`src/rtl/vtg_pkg.sv`:
```
package vtg_pkg;

  // Video standard selection, as latched at a frame boundary.
  typedef enum logic {
    STD_60 = 1'b0,
    STD_50 = 1'b1
  } vstd_e;

endpackage

```
`src/rtl/vtg_line_clock.sv`:
```
// Fractional line-period divider: adds one whole clock (2^FRAC_W) per cycle
// and subtracts the line period on each line boundary, keeping the remainder.
module vtg_line_clock
  import vtg_pkg::*;
#(
  parameter int unsigned FRAC_W  = 12,
  parameter int unsigned MULT_60 = 8791293,
  parameter int unsigned MULT_50 = 8836089,
  parameter int unsigned ACC_W   = 25
) (
  input  logic  clk,
  input  logic  rst_n,
  input  vstd_e std_q,
  output logic  line_wrap,
  output logic  tick_q
);

  localparam logic [ACC_W:0] ONE_CLK = (ACC_W+1)'(1) << FRAC_W;
  localparam logic [ACC_W:0] PER_60  = (ACC_W+1)'(MULT_60);
  localparam logic [ACC_W:0] PER_50  = (ACC_W+1)'(MULT_50);

  logic [ACC_W-1:0] acc_q, acc_d;
  logic [ACC_W:0]   sum, period;

  // next-state
  always_comb begin
    period    = (std_q == STD_50) ? PER_50 : PER_60;
    sum       = {1'b0, acc_q} + ONE_CLK;
    line_wrap = (sum >= period);
    if (line_wrap) begin
      acc_d = ACC_W'(sum - period);
    end else begin
      acc_d = ACC_W'(sum);
    end
  end

  // registers
  always_ff @(posedge clk or negedge rst_n) begin
    if (!rst_n) begin
      acc_q  <= '0;
      tick_q <= 1'b0;
    end else begin
      acc_q  <= acc_d;
      tick_q <= line_wrap;
    end
  end

endmodule

```
`src/rtl/vtg_frame_seq.sv`:
```
// Line/frame sequencer: line index, blanking window, frame count, field flag
// and the frame-boundary latch of the standard request.
module vtg_frame_seq
  import vtg_pkg::*;
#(
  parameter int unsigned LINES_60 = 263,
  parameter int unsigned LINES_50 = 314,
  parameter int unsigned VBL_LINE = 240,
  parameter int unsigned FRAME_W  = 16
) (
  input  logic               clk,
  input  logic               rst_n,
  input  logic               line_wrap,
  input  vstd_e              std_req,
  input  logic               ilace_en,
  output vstd_e              std_q,
  output logic               vblank_irq_q,
  output logic               in_vblank_q,
  output logic               field_q,
  output logic [FRAME_W-1:0] frame_q
);

  localparam int unsigned LINES_MAX = (LINES_60 > LINES_50) ? LINES_60 : LINES_50;
  localparam int unsigned LINE_W    = $clog2(LINES_MAX);
  localparam logic [LINE_W-1:0] LAST_60 = LINE_W'(LINES_60 - 1);
  localparam logic [LINE_W-1:0] LAST_50 = LINE_W'(LINES_50 - 1);
  localparam logic [LINE_W-1:0] VBL_IDX = LINE_W'(VBL_LINE);

  logic [LINE_W-1:0]  line_q, line_d, line_inc;
  logic [FRAME_W-1:0] frame_d;
  vstd_e              std_d;
  logic               last_line, frame_end, blank_enter;
  logic               irq_d, in_vblank_d, field_d;

  // next-state
  always_comb begin
    line_inc    = line_q + 1'b1;
    last_line   = (line_q == ((std_q == STD_50) ? LAST_50 : LAST_60));
    frame_end   = line_wrap & last_line;
    blank_enter = line_wrap & ~last_line & (line_inc == VBL_IDX);

    line_d      = line_q;
    frame_d     = frame_q;
    field_d     = field_q;
    std_d       = std_q;
    in_vblank_d = in_vblank_q;
    irq_d       = blank_enter;

    if (line_wrap) begin
      line_d = last_line ? '0 : line_inc;
    end
    if (blank_enter) begin
      in_vblank_d = 1'b1;
    end
    if (frame_end) begin
      in_vblank_d = 1'b0;
      frame_d     = frame_q + 1'b1;
      field_d     = ilace_en & frame_d[0];
      std_d       = std_req;
    end
  end

  // registers
  always_ff @(posedge clk or negedge rst_n) begin
    if (!rst_n) begin
      line_q       <= '0;
      frame_q      <= '0;
      field_q      <= 1'b0;
      std_q        <= STD_60;
      in_vblank_q  <= 1'b0;
      vblank_irq_q <= 1'b0;
    end else begin
      line_q       <= line_d;
      frame_q      <= frame_d;
      field_q      <= field_d;
      std_q        <= std_d;
      in_vblank_q  <= in_vblank_d;
      vblank_irq_q <= irq_d;
    end
  end

endmodule

```
`src/rtl/vtg_timing.sv`:
```
module vtg_timing
  import vtg_pkg::*;
#(
  parameter int unsigned FRAC_W   = 12,
  parameter int unsigned MULT_60  = 8791293,
  parameter int unsigned MULT_50  = 8836089,
  parameter int unsigned LINES_60 = 263,
  parameter int unsigned LINES_50 = 314,
  parameter int unsigned VBL_LINE = 240,
  parameter int unsigned FRAME_W  = 16
) (
  input  logic               clk,
  input  logic               rst_n,
  input  logic               std_sel,
  input  logic               ilace_en,
  output logic               hsync_tick,
  output logic               vblank_irq,
  output logic               in_vblank,
  output logic               field,
  output logic [FRAME_W-1:0] frame_count
);

  localparam int unsigned MULT_MAX = (MULT_60 > MULT_50) ? MULT_60 : MULT_50;
  localparam int unsigned ACC_W    = $clog2(MULT_MAX) + 1;

  vstd_e std_req, std_q;
  logic  line_wrap;

  assign std_req = vstd_e'(std_sel);

  vtg_line_clock #(
    .FRAC_W (FRAC_W),
    .MULT_60(MULT_60),
    .MULT_50(MULT_50),
    .ACC_W  (ACC_W)
  ) u_line (
    .clk      (clk),
    .rst_n    (rst_n),
    .std_q    (std_q),
    .line_wrap(line_wrap),
    .tick_q   (hsync_tick)
  );

  vtg_frame_seq #(
    .LINES_60(LINES_60),
    .LINES_50(LINES_50),
    .VBL_LINE(VBL_LINE),
    .FRAME_W (FRAME_W)
  ) u_seq (
    .clk         (clk),
    .rst_n       (rst_n),
    .line_wrap   (line_wrap),
    .std_req     (std_req),
    .ilace_en    (ilace_en),
    .std_q       (std_q),
    .vblank_irq_q(vblank_irq),
    .in_vblank_q (in_vblank),
    .field_q     (field),
    .frame_q     (frame_count)
  );

endmodule

```
`config.mk`:
```
export PLATFORM = sky130hd
export DESIGN_NAME = vtg_timing
export DESIGN_NICKNAME = d
export VERILOG_FILES = /design/src/rtl/vtg_pkg.sv /design/src/rtl/vtg_line_clock.sv /design/src/rtl/vtg_frame_seq.sv /design/src/rtl/vtg_timing.sv
export SDC_FILE = /design/constraint.sdc
export NUM_CORES = 1
export LEC_CHECK = 0
export ABC_CLOCK_PERIOD_IN_PS = 5100
export BUFFER_PORTS_ARGS = -buffer_cell sky130_fd_sc_hd__buf_2
export CAP_MARGIN = 20
export CORE_MARGIN = 2
export CORE_UTILIZATION = 53
export CTS_CLUSTER_DIAMETER = 80
export DETAILED_ROUTE_END_ITERATION = 10
export PLACE_DENSITY = 0.71
export SYNTH_ARGS = -nofsm -noshare
export SYNTH_HDL_FRONTEND = slang
export SYNTH_SLANG_ARGS = --single-unit
```
`constraint.sdc`:
```
create_clock -name clk -period 5.1 [get_ports clk]
set_input_delay 1.275 -clock clk [delete_from_list [all_inputs] [get_ports clk]]
set_output_delay 1.275 -clock clk [all_outputs]
set_load 0.01 [all_outputs]
```
==> impl_metrics.py, run 1 <==
metrics = {
    "job": {
        "drv_cap": 0,
    },
    "synth": {
        "syn-instance-count": 366,
        "synth_edf_count": 0,
        "ys_seq_elements": 55,
        "syn_nets": 384,
        "avgSynthCellArea_um2": 9.692,
        "netlist_area_mm2": 0.003547,
        "ys.warnings.count": 0,
        "async_reset_ff_frac": 1.000,
        "synth.distinct_cells": 68,
        "ys_seq_area_frac": 0.3880,
        "synthFlopType": "dfrtp_1",
    },
    "grt": {
        "grt-ovfl-total": 0,
        "grt_pass1_wl_um": 12420,
        "antenna_found_initial": 0,
        "grt_max_degree": 56,
        "grt_usage": 0.2068,
        "grt_pass1_vias": 2592,
    },
    "sta": {
        "rsz0062_at_grt": "no",
        "fin_setup_tns_ns": 0,
        "post-route-min-period_ns": 3.878,
        "slew_headroom": 0.4158,
        "tightest_slew_ns": 0.8763,
        "finalSetupViolations": 0,
        "slew_viol_final": 0,
        "post-route-period-util": 0.7603,
        "hold_viol_final": 0,
        "max_freq_mhz": 257.9,
        "fin_skew_ns": 0.008039,
    },
    "finish": {
        "nets": 405,
        "postLayoutCellArea_mm2": 0.003821,
        "regArea_mm2": 0.001376,
        "diodes": 0,
        "fillers": 576,
        "drive_above_1_share": 0.1546,
        "final_common_cell": "dfrtp_1",
        "final_cell_mix": "dfrtp_1, nand2_1, xnor2_1, nor2_1, o21ai_0",
        "area_growth_pct": 7.725,
        "utilization": 0.5950,
        "multi_input_area_mm2": 0.002049,
    },
    "clock_tree": {
        "clk_path_buf_depth": 2,
        "postCtsSetupRepairBufs": 0,
        "worstSkewPairLatency_ns": 0.32,
        "htree_levels": 2,
        "cts-resized-gates": 0,
        "cts_sinks": 55,
        "clockRootBuffer": "clkbuf_8",
        "cts_hold_buf": 0,
        "cts_tree": "built",
        "cts_buffers": 5,
        "cts.clk_slew.worst_paths_ns": 0.11,
    },
    "critical_path": {
        "cp-start-kind": "flip-flop",
        "cp.arrival_ns": 4.12,
        "critPathCaptureType": "flip-flop",
        "reg2reg_slack_ns": 1.22,
        "path_class": "reg -> reg",
        "crit_fanout": 22,
        "r2r_cells": 11,
        "worstPathRequired_ns": 5.34,
    },
    "pwr": {
        "ir_drop_uv": 121.4,
        "power.total_mw": 0.7728,
        "leakage_nw": 1.725,
        "power.density_mw_per_mm2": 202.2,
    },
    "run_status": {
        "outcome": "complete, no violations",
    },
    "routing": {
        "vias_per_cell": 5.989,
        "routed-wl-met3_um": 219,
        "dr_total_vias": 2785,
        "routedWlPerCell_um": 15.11,
        "met2_wirelength_um": 3396,
        "dr.pass1.iters": 6,
        "highest_layer": "met4",
        "antenna_left": 0,
        "drcViolationCount": 0,
        "wl_met1_um": 3334,
        "wl_um": 7027,
        "drt-initial-drc-count": 163,
    },
    "die": {
        "io_pins": 24,
        "dieArea_mm2": 0.007363,
        "initial_core_util": 0.5523,
        "rows": 29,
        "die_w_um": 85.81,
        "die_h_um": 85.81,
        "core_area_mm2": 0.006422,
    },
    "min_path": {
        "hold_path.class": "reg -> reg",
        "hold_depth": 1,
    },
    "place": {
        "post_dp_cell_area_mm2": 0.003697,
        "io_buffers": 23,
        "dp_hpwl_um": 4995,
        "gp_congestion": 0.8366,
    },
}
[sequential cells by signal, indices dropped and copies added, names as in the netlist]
register            cells
u_line.acc_q           25
u_seq.frame_q          16
u_seq.line_q            9
u_line.tick_q           1
u_seq.field_q           1
u_seq.in_vblank_q       1
u_seq.std_q             1
u_seq.vblank_irq_q      1
[area by class of cell]
type,count,share of cell area
flip-flops and latches,55,0.3602
multi-input cells,288,0.5363
repair buffers,25,0.03405
inverters,12,0.01179
clock buffers,5,0.01801
clock inverters,3,0.01441
well taps,77,0.02521
[worst max-delay path: stages, from the launching register on]
cell      delay (ns)
dfrtp_1         0.47
nand3_2         0.31
xnor2_1         0.30
ha_1            0.32
o21ai_0         0.09
nor2_1          0.07
a211oi_1        0.47
a311oi_4        0.21
nor3_4          0.75
inv_2           0.37
a211oi_2        0.28
xnor2_1         0.15
[metrics by stage]
stage	worst slack [ns]	hold slack, ns	instances
after floorplan	2.161	0.4427	366
after global placement	1.414	0.4591	457
after detailed placement	1.248	0.4609	457
after CTS	1.221	0.4812	465
after global routing	0.8916	0.5061	465
final	1.222	0.4744	465
[cell families (layout without fill, tap and decap cells)]
logic type	after synthesis	count (layout)	share of synthesized area
AND/OR/NAND/NOR	145	145	0.2363
AO/OA/AOI/OAI	79	79	0.1619
flip-flops	55	55	0.3880
XOR/XNOR	45	45	0.1132
buffers and inverters	23	45	0.03421
adder cells (fa/ha/maj)	14	14	0.04938
multiplexers	5	5	0.01693
[power by group]
group          internal (mW)  switching [mW]
Combinational        0.00732          0.0161
Sequential             0.436         0.00116
Clock                  0.151           0.161
[synth_stat cells (all sizes together) (9+ instances only)]
cell type | count | area [µm²]
dfrtp | 55 | 1376
nand2 | 35 | 141.4
o21ai | 27 | 135.1
xnor2 | 26 | 235.2
nor2 | 24 | 90.09
nand3 | 20 | 105.1
xor2 | 19 | 166.4
nor3 | 16 | 122.6
ha | 14 | 175.2
inv | 12 | 45.04
a21oi | 11 | 55.05
nand4 | 11 | 75.07
buf | 9 | 68.81
nor4 | 9 | 71.32
[layer usage]
| layer | vias up | GRT usage |
|---|---|---|
| met3 | 8 | 0.03176 |
| met1 | 1356 | 0.3026 |
| met4 | 0 | 0.04329 |
| li1 | 1370 | - |
| met2 | 51 | 0.3274 |
| met5 | - | 0 |
[worst paths after layout]
path / startpoint / endpoint
worst max-delay path: u_line.acc_q[14] / u_line.acc_q[18]
min in group asynchronous: rst_n / u_seq.frame_q[8]
worst min register to register: u_seq.frame_q[15] / u_seq.frame_q[15]
worst min-delay path: u_seq.frame_q[15] / u_seq.frame_q[15]
max in group asynchronous: rst_n / u_line.acc_q[15]
worst max register to register: u_line.acc_q[14] / u_line.acc_q[18]
(Power assumes the default switching activity.)
==> run 2: changes to the inputs <==
--- a/config.mk
+++ b/config.mk
@@ -5,14 +5,15 @@
 export SDC_FILE = /design/constraint.sdc
 export NUM_CORES = 1
 export LEC_CHECK = 0
-export ABC_CLOCK_PERIOD_IN_PS = 5100
+export ABC_AREA = 1
+export ABC_CLOCK_PERIOD_IN_PS = 3300
 export BUFFER_PORTS_ARGS = -buffer_cell sky130_fd_sc_hd__buf_2
 export CAP_MARGIN = 20
 export CORE_MARGIN = 2
 export CORE_UTILIZATION = 53
 export CTS_CLUSTER_DIAMETER = 80
 export DETAILED_ROUTE_END_ITERATION = 10
-export PLACE_DENSITY = 0.71
+export PLACE_DENSITY = 0.74
 export SYNTH_ARGS = -nofsm -noshare
 export SYNTH_HDL_FRONTEND = slang
 export SYNTH_SLANG_ARGS = --single-unit
==> constraint.sdc (replaced) <==
create_clock -name clk -period 3.3 [get_ports clk]
set_input_delay 0.825 -clock clk [delete_from_list [all_inputs] [get_ports clk]]
set_output_delay 0.825 -clock clk [all_outputs]
set_load 0.01 [all_outputs]
==> run 2 against run 1 <==
Compared with the run above: synthesized cell count increased by 58%; sequential cell count did not move; worst setup slack lost 0.67 ns; clock skew grew 0.00068 ns; cell count grew 51%; via count grew 30%; non-clock buffer count rose by 4; first-iteration DRC count grew 33%; critical path type unchanged.
==> impl_metrics.py, run 2 <==
metrics = {
    "synth": {
        "netlist_area_mm2": 0.003969,
        "yosysMostFrequentCell": "nand2_1",
        "synth_edf_count": 0,
        "synth.distinct_cells": 34,
        "avgSynthCellArea_um2": 6.866,
        "ys.warnings.count": 0,
        "syn-instance-count": 578,
        "ys_seq_elements": 55,
        "ys_seq_area_frac": 0.3468,
        "syn_nets": 596,
        "synthFlopType": "dfrtp_1",
        "synthTopCellsByArea": "dfrtp_1, nand2_1, nand3_1, inv_1, xor2_1",
        "async_reset_ff_frac": 1.000,
        "synth_top_area_cell": "dfrtp_1",
        "ys_top_cells_by_count": "nand2_1, nand3_1, inv_1, dfrtp_1, nor2_1",
        "synth_top_area_frac": 0.3468,
    },
    "finish": {
        "largest_reg_flops": 25,
        "nets": 621,
        "top_regs": "u_line.acc_q x25, u_seq.frame_q x16, u_seq.line_q x9",
        "final_cell_mix": "nand2_1, nand3_1, inv_1, dfrtp_1, nor2_1",
        "utilization": 0.5903,
        "diodes": 0,
        "area_growth_pct": 7.882,
        "drive_above_1_share": 0.09106,
        "final_common_cell": "nand2_1",
        "largest_register": "u_line.acc_q",
    },
    "clock_tree": {
        "cts_tree": "built",
        "postCtsSetupRepairBufs": 0,
        "clockRootBuffer": "clkbuf_8",
        "htree_levels": 2,
        "cts-resized-gates": 0,
        "cts_sinks": 55,
        "cts_buffers": 5,
        "cts.clk_slew.worst_paths_ns": 0.10,
        "cts_hold_buf": 0,
        "clk_path_buf_depth": 2,
        "worstSkewPairLatency_ns": 0.32,
    },
    "die": {
        "dieArea_mm2": 0.008197,
        "core_area_mm2": 0.007253,
        "io_pins": 24,
        "initial_core_util": 0.5472,
        "rows": 31,
        "die_w_um": 90.54,
        "die_h_um": 90.54,
    },
    "min_path": {
        "hold_path.class": "in -> async",
    },
    "sta": {
        "max_freq_mhz": 364.1,
        "fin_setup_tns_ns": 0,
        "rsz0062_at_grt": "no",
        "post-route-min-period_ns": 2.746,
        "tightest_slew_ns": 0.4712,
        "slew_headroom": 0.6825,
        "finalSetupViolations": 0,
        "post-route-period-util": 0.8323,
        "hold_viol_final": 0,
        "slew_viol_final": 0,
        "fin_skew_ns": 0.008719,
    },
    "critical_path": {
        "crit_fanout": 14,
        "cp.arrival_ns": 3.00,
        "r2r_cells": 14,
        "critPathCaptureType": "flip-flop",
        "reg2reg_slack_ns": 0.55,
        "worstPathRequired_ns": 3.55,
        "cp-start-kind": "flip-flop",
        "rr_startpoint": "u_line.acc_q[12]",
        "reg2reg_to": "u_line.acc_q[21]",
        "critPathLaunch": "u_line.acc_q[12]",
        "path_class": "reg -> reg",
    },
    "grt": {
        "grt_usage": 0.2251,
        "grt_pass1_wl_um": 15490,
        "antenna_found_initial": 0,
        "grt_max_degree": 44,
        "grt_pass1_vias": 3397,
        "grt-ovfl-total": 0,
    },
    "place": {
        "dp_hpwl_um": 6440,
        "io_buffers": 23,
        "gp_congestion": 0.9429,
    },
    "routing": {
        "routedWlPerCell_um": 12.34,
        "vias_per_cell": 5.156,
        "drt-initial-drc-count": 217,
        "wl_um": 8673,
        "drcViolationCount": 0,
        "dr.pass1.iters": 4,
        "dr_total_vias": 3625,
        "antenna_left": 0,
    },
    "pwr": {
        "power.density_mw_per_mm2": 252.3,
        "leakage_nw": 2.373,
        "ir_drop_uv": 159.2,
    },
    "job": {
        "drv_cap": 0,
    },
    "run_status": {
        "outcome": "complete, no violations",
    },
}
==> run 2: worst max-delay path by stage <==
| stage | slack, ns | to | depth (start not counted) |
|---|---|---|---|
| 6_report | 0.55 | u_line.acc_q[21] | 14 |
| 5_1_grt | 0.21 | u_line.acc_q[10] | 15 |
| 4_1_cts | 0.54 | u_seq.frame_q[14] | 15 |
| 3_5_place_dp | 0.57 | u_seq.frame_q[14] | 12 |
| 3_3_place_gp | 0.62 | u_line.acc_q[9] | 12 |
| 2_1_floorplan | 0.96 | u_seq.line_q[3] | 14 |
==> run 2: power by group <==
part	leakage (nW)	internal, mW	switching (mW)
Combinational	1.59	0.00464	0.0143
Sequential	0.744	0.673	0
Clock	0.0418	0.153	0.235
==> run 2: logic make-up (layout without fill, tap and decap cells) <==
group,count (synthesis),in the layout,synth area share
compound gates,35,35,0.04855
xor+xnor,32,32,0.07062
fa+ha+maj,14,14,0.04414
buf+inv,74,100,0.08102
flops,55,55,0.3468
simple gates,368,368,0.4089
==> run 2: per-stage QoR <==
step	instance area (µm²)	power, mW	worst slack, ns	cells	hold WS [ns]
after detailed placement	4173	0.7040	0.5723	694	0.4681
final	4282	1.080	0.5535	703	0.3508
after floorplan	3969	0.6874	0.9607	578	0.4459
after global routing	4282	1.122	0.2140	703	0.3558
after global placement	4173	0.7040	0.6206	694	0.4527
after CTS	4262	1.088	0.5371	702	0.4927
==> run 2: critical path, cell delays in order, from the launching register on <==
cell and delay [ns]:
dfrtp_1 0.42, ha_1 0.32, ha_1 0.35, a21oi_1 0.21, o21ai_0 0.11, nor2_1 0.11
nand2_1 0.08, nand2_1 0.08, nand2_1 0.10, nand3_1 0.14, nand3_4 0.18, inv_1 0.29
buf_12 0.18, nand2_1 0.05, nand2_1 0.07
==> run 2: layout make-up <==
class                      instances  area [µm²]
clock inverter                     2       16.27
multi-input combinational        449        2271
clock buffer                       6       72.57
timing repair buffer              29       185.2
tap                               99       123.9
fill                             706        2972
inverter                          63       236.5
sequential                        55        1376
==> run 2: layer usage <==
metal,up-vias,global-route usage,share of wire
li1,1890,-,-
met1,1681,0.3213,0.50
met2,48,0.3657,0.47
met3,6,0.02922,0.027
met4,0,0.05128,0.0043
met5,-,0,0
==> run 3: changes to the inputs <==
--- a/config.mk
+++ b/config.mk
@@ -5,8 +5,8 @@
 export SDC_FILE = /design/constraint.sdc
 export NUM_CORES = 1
 export LEC_CHECK = 0
-export ABC_AREA = 1
-export ABC_CLOCK_PERIOD_IN_PS = 3300
+export ABC_AREA = 0
+export ABC_CLOCK_PERIOD_IN_PS = 2400
 export BUFFER_PORTS_ARGS = -buffer_cell sky130_fd_sc_hd__buf_2
 export CAP_MARGIN = 20
 export CORE_MARGIN = 2
==> constraint.sdc (replaced) <==
create_clock -name clk -period 2.4 [get_ports clk]
set_input_delay 0.6 -clock clk [delete_from_list [all_inputs] [get_ports clk]]
set_output_delay 0.6 -clock clk [all_outputs]
set_load 0.01 [all_outputs]
==> run 3 against run 2 <==
Compared with the run above: the run now ends with setup timing left; register-to-register slack worse by 1.2 ns; worst setup slack worse by 1.2 ns; maximum frequency is 8.8% lower; first-iteration DRC count is 76% higher; wire length is 32% higher; hold slack worse by 0.049 ns; sequential cell count stayed put; utilization is 20 points higher; total power is 46% higher; via count is 1.8% lower; sequential share of layout area is 4.9 points lower.
==> impl_metrics.py, run 3 (same netlist as run 1, synthesis figures left out) <==
metrics = {
    "clock_tree": {
        "htree_levels": 2,
        "worstSkewPairLatency_ns": 0.32,
        "cts_tree": "built",
        "clockRootBuffer": "clkbuf_8",
        "cts_sinks": 55,
        "cts.clk_slew.worst_paths_ns": 0.11,
        "clk_path_buf_depth": 2,
        "cts_buffers": 5,
        "cts_hold_buf": 0,
    },
    "sta": {
        "fin_skew_ns": 0.01916,
        "max_freq_mhz": 331.9,
        "setup_ws_ns": -0.6131,
        "hold_viol_final": 0,
        "post-route-min-period_ns": 3.013,
        "tightest_slew_ns": 0.7080,
        "rsz0062_at_grt": "yes",
        "finalSetupViolations": 55,
        "fin_setup_tns_ns": -26.88,
        "slew_headroom": 0.5230,
        "post-route-period-util": 1.255,
        "slew_viol_final": 0,
    },
    "place": {
        "io_buffers": 23,
        "place_ws_ns": -0.4790,
        "dp_hpwl_um": 6250,
        "gp_congestion": 0.8432,
    },
    "run_status": {
        "violations": "setup timing",
        "outcome": "finished with violations",
    },
    "min_path": {
        "hold_path.class": "in -> async",
    },
    "finish": {
        "diodes": 0,
        "final_cell_mix": "buf_4, dfrtp_1, nand2_1, buf_2, xnor2_1",
        "largest_reg_flops": 25,
        "fillers": 353,
        "final_common_cell": "buf_4",
        "top_regs": "u_line.acc_q x25, u_seq.frame_q x16, u_seq.line_q x9",
        "nets": 494,
        "drive_above_1_share": 0.4319,
        "area_growth_pct": 42.57,
        "largest_register": "u_line.acc_q",
    },
    "critical_path": {
        "reg2reg_slack_ns": -0.61,
        "r2r_cells": 10,
        "cp-start-kind": "flip-flop",
        "cp.arrival_ns": 3.26,
        "rr_startpoint": "u_line.acc_q[13]",
        "reg2reg_to": "u_seq.frame_q[9]",
        "worstPathRequired_ns": 2.64,
        "path_class": "reg -> reg",
        "crit_fanout": 8,
        "critPathCaptureType": "flip-flop",
    },
    "pwr": {
        "clkPwrFrac": 0.347,
        "ir_drop_uv": 232.9,
        "seq_power_share": 0.588,
        "power.total_mw": 1.578,
        "combPwrFrac": 0.065,
        "leakage_nw": 2.447,
        "power.density_mw_per_mm2": 312.0,
        "power.share.switching": 0.2497,
        "p_switching_mw": 0.3940,
        "p_int_mw": 1.184,
    },
    "die": {
        "die_w_um": 85.81,
        "core_area_mm2": 0.006422,
        "io_pins": 24,
        "rows": 29,
        "initial_core_util": 0.5523,
        "dieArea_mm2": 0.007363,
        "die_h_um": 85.81,
    },
    "grt": {
        "grt_pass1_wl_um": 16510,
        "grt-ovfl-total": 0,
        "antenna_found_initial": 0,
        "grt_pass1_vias": 3394,
        "grt_max_degree": 30,
        "grt_usage": 0.2823,
    },
    "routing": {
        "vias_per_cell": 6.426,
        "wl_um": 11440,
        "drt-initial-drc-count": 383,
        "dr_total_vias": 3560,
        "antenna_left": 0,
        "routedWlPerCell_um": 20.65,
        "drcViolationCount": 0,
        "dr.pass1.iters": 6,
    },
    "job": {
        "drv_cap": 0,
    },
}
## run 3: power groups by stage
stage | clock network (mW) | registers [mW] | logic [mW]
after floorplan | 0 | 0.947 | 0.0265
after global placement | 0 | 0.945 | 0.0718
after detailed placement | 0 | 0.945 | 0.0740
after CTS | 0.545 | 0.927 | 0.0885
after global routing | 0.599 | 0.928 | 0.111
final | 0.548 | 0.927 | 0.103
## run 3: routing by layer
| layer | share of wire | routed length, µm | track usage |
|---|---|---|---|
| met1 | 0.39 | 4436 | 0.3720 |
| met2 | 0.50 | 5665 | 0.4666 |
| met3 | 0.077 | 878 | 0.04812 |
| met4 | 0.040 | 459 | 0.1097 |
| met5 | 0 | 0 | 0 |
## run 3: how the worst max path moves through the flow
| stage | end | depth (start not counted) | startpoint | slack [ns] |
|---|---|---|---|---|
| after floorplan | u_seq.frame_q[1] | 11 | u_line.acc_q[14] | -0.33 |
| after global placement | u_seq.frame_q[15] | 10 | u_line.acc_q[12] | -0.33 |
| after detailed placement | u_seq.frame_q[15] | 10 | u_line.acc_q[12] | -0.48 |
| after CTS | u_line.acc_q[18] | 12 | u_line.acc_q[12] | -0.38 |
| after global routing | u_seq.frame_q[15] | 10 | u_line.acc_q[13] | -0.68 |
| final | u_seq.frame_q[9] | 10 | u_line.acc_q[13] | -0.61 |
## run 3: cell type report
type | instances | area (µm²) | share of cell area
multi-input combinational | 288 | 2500 | 0.4943
sequential | 55 | 1378 | 0.2724
timing repair buffer | 114 | 948.4 | 0.1875
tap | 77 | 96.34 | 0.01905
clock buffer | 6 | 72.57 | 0.01435
inverter | 12 | 45.04 | 0.008906
clock inverter | 2 | 17.52 | 0.003464
## run 3: timing repair
item,in CTS,in global routing
endpoints found under the setup margin,55,55
gates cloned,1,1
setup buffers,18,12
pin swaps,35,33
gates resized for setup,53,37
## run 3: worst max-delay path, stage by stage (launching register included)
cell	delay [ns]
dfrtp_1	0.46
ha_4	0.29
ha_4	0.26
and3b_1	0.18
and4_1	0.23
nand4_1	0.20
a311oi_4	0.50
o31ai_4	0.15
buf_12	0.18
nor4_4	0.24
xor2_1	0.22
## run 3: through the flow
stage / hold slack [ns] / util / cells / instance area (µm²)
3_5_place_dp: 0.4709 / 0.6743 / 521 / 4330
4_1_cts: 0.3215 / 0.7442 / 544 / 4780
6_report: 0.3019 / 0.7875 / 554 / 5057
5_1_grt: 0.3598 / 0.7875 / 554 / 5057
3_3_place_gp: 0.4607 / 0.6743 / 521 / 4330
2_1_floorplan: 0.3044 / - / 366 / 3672
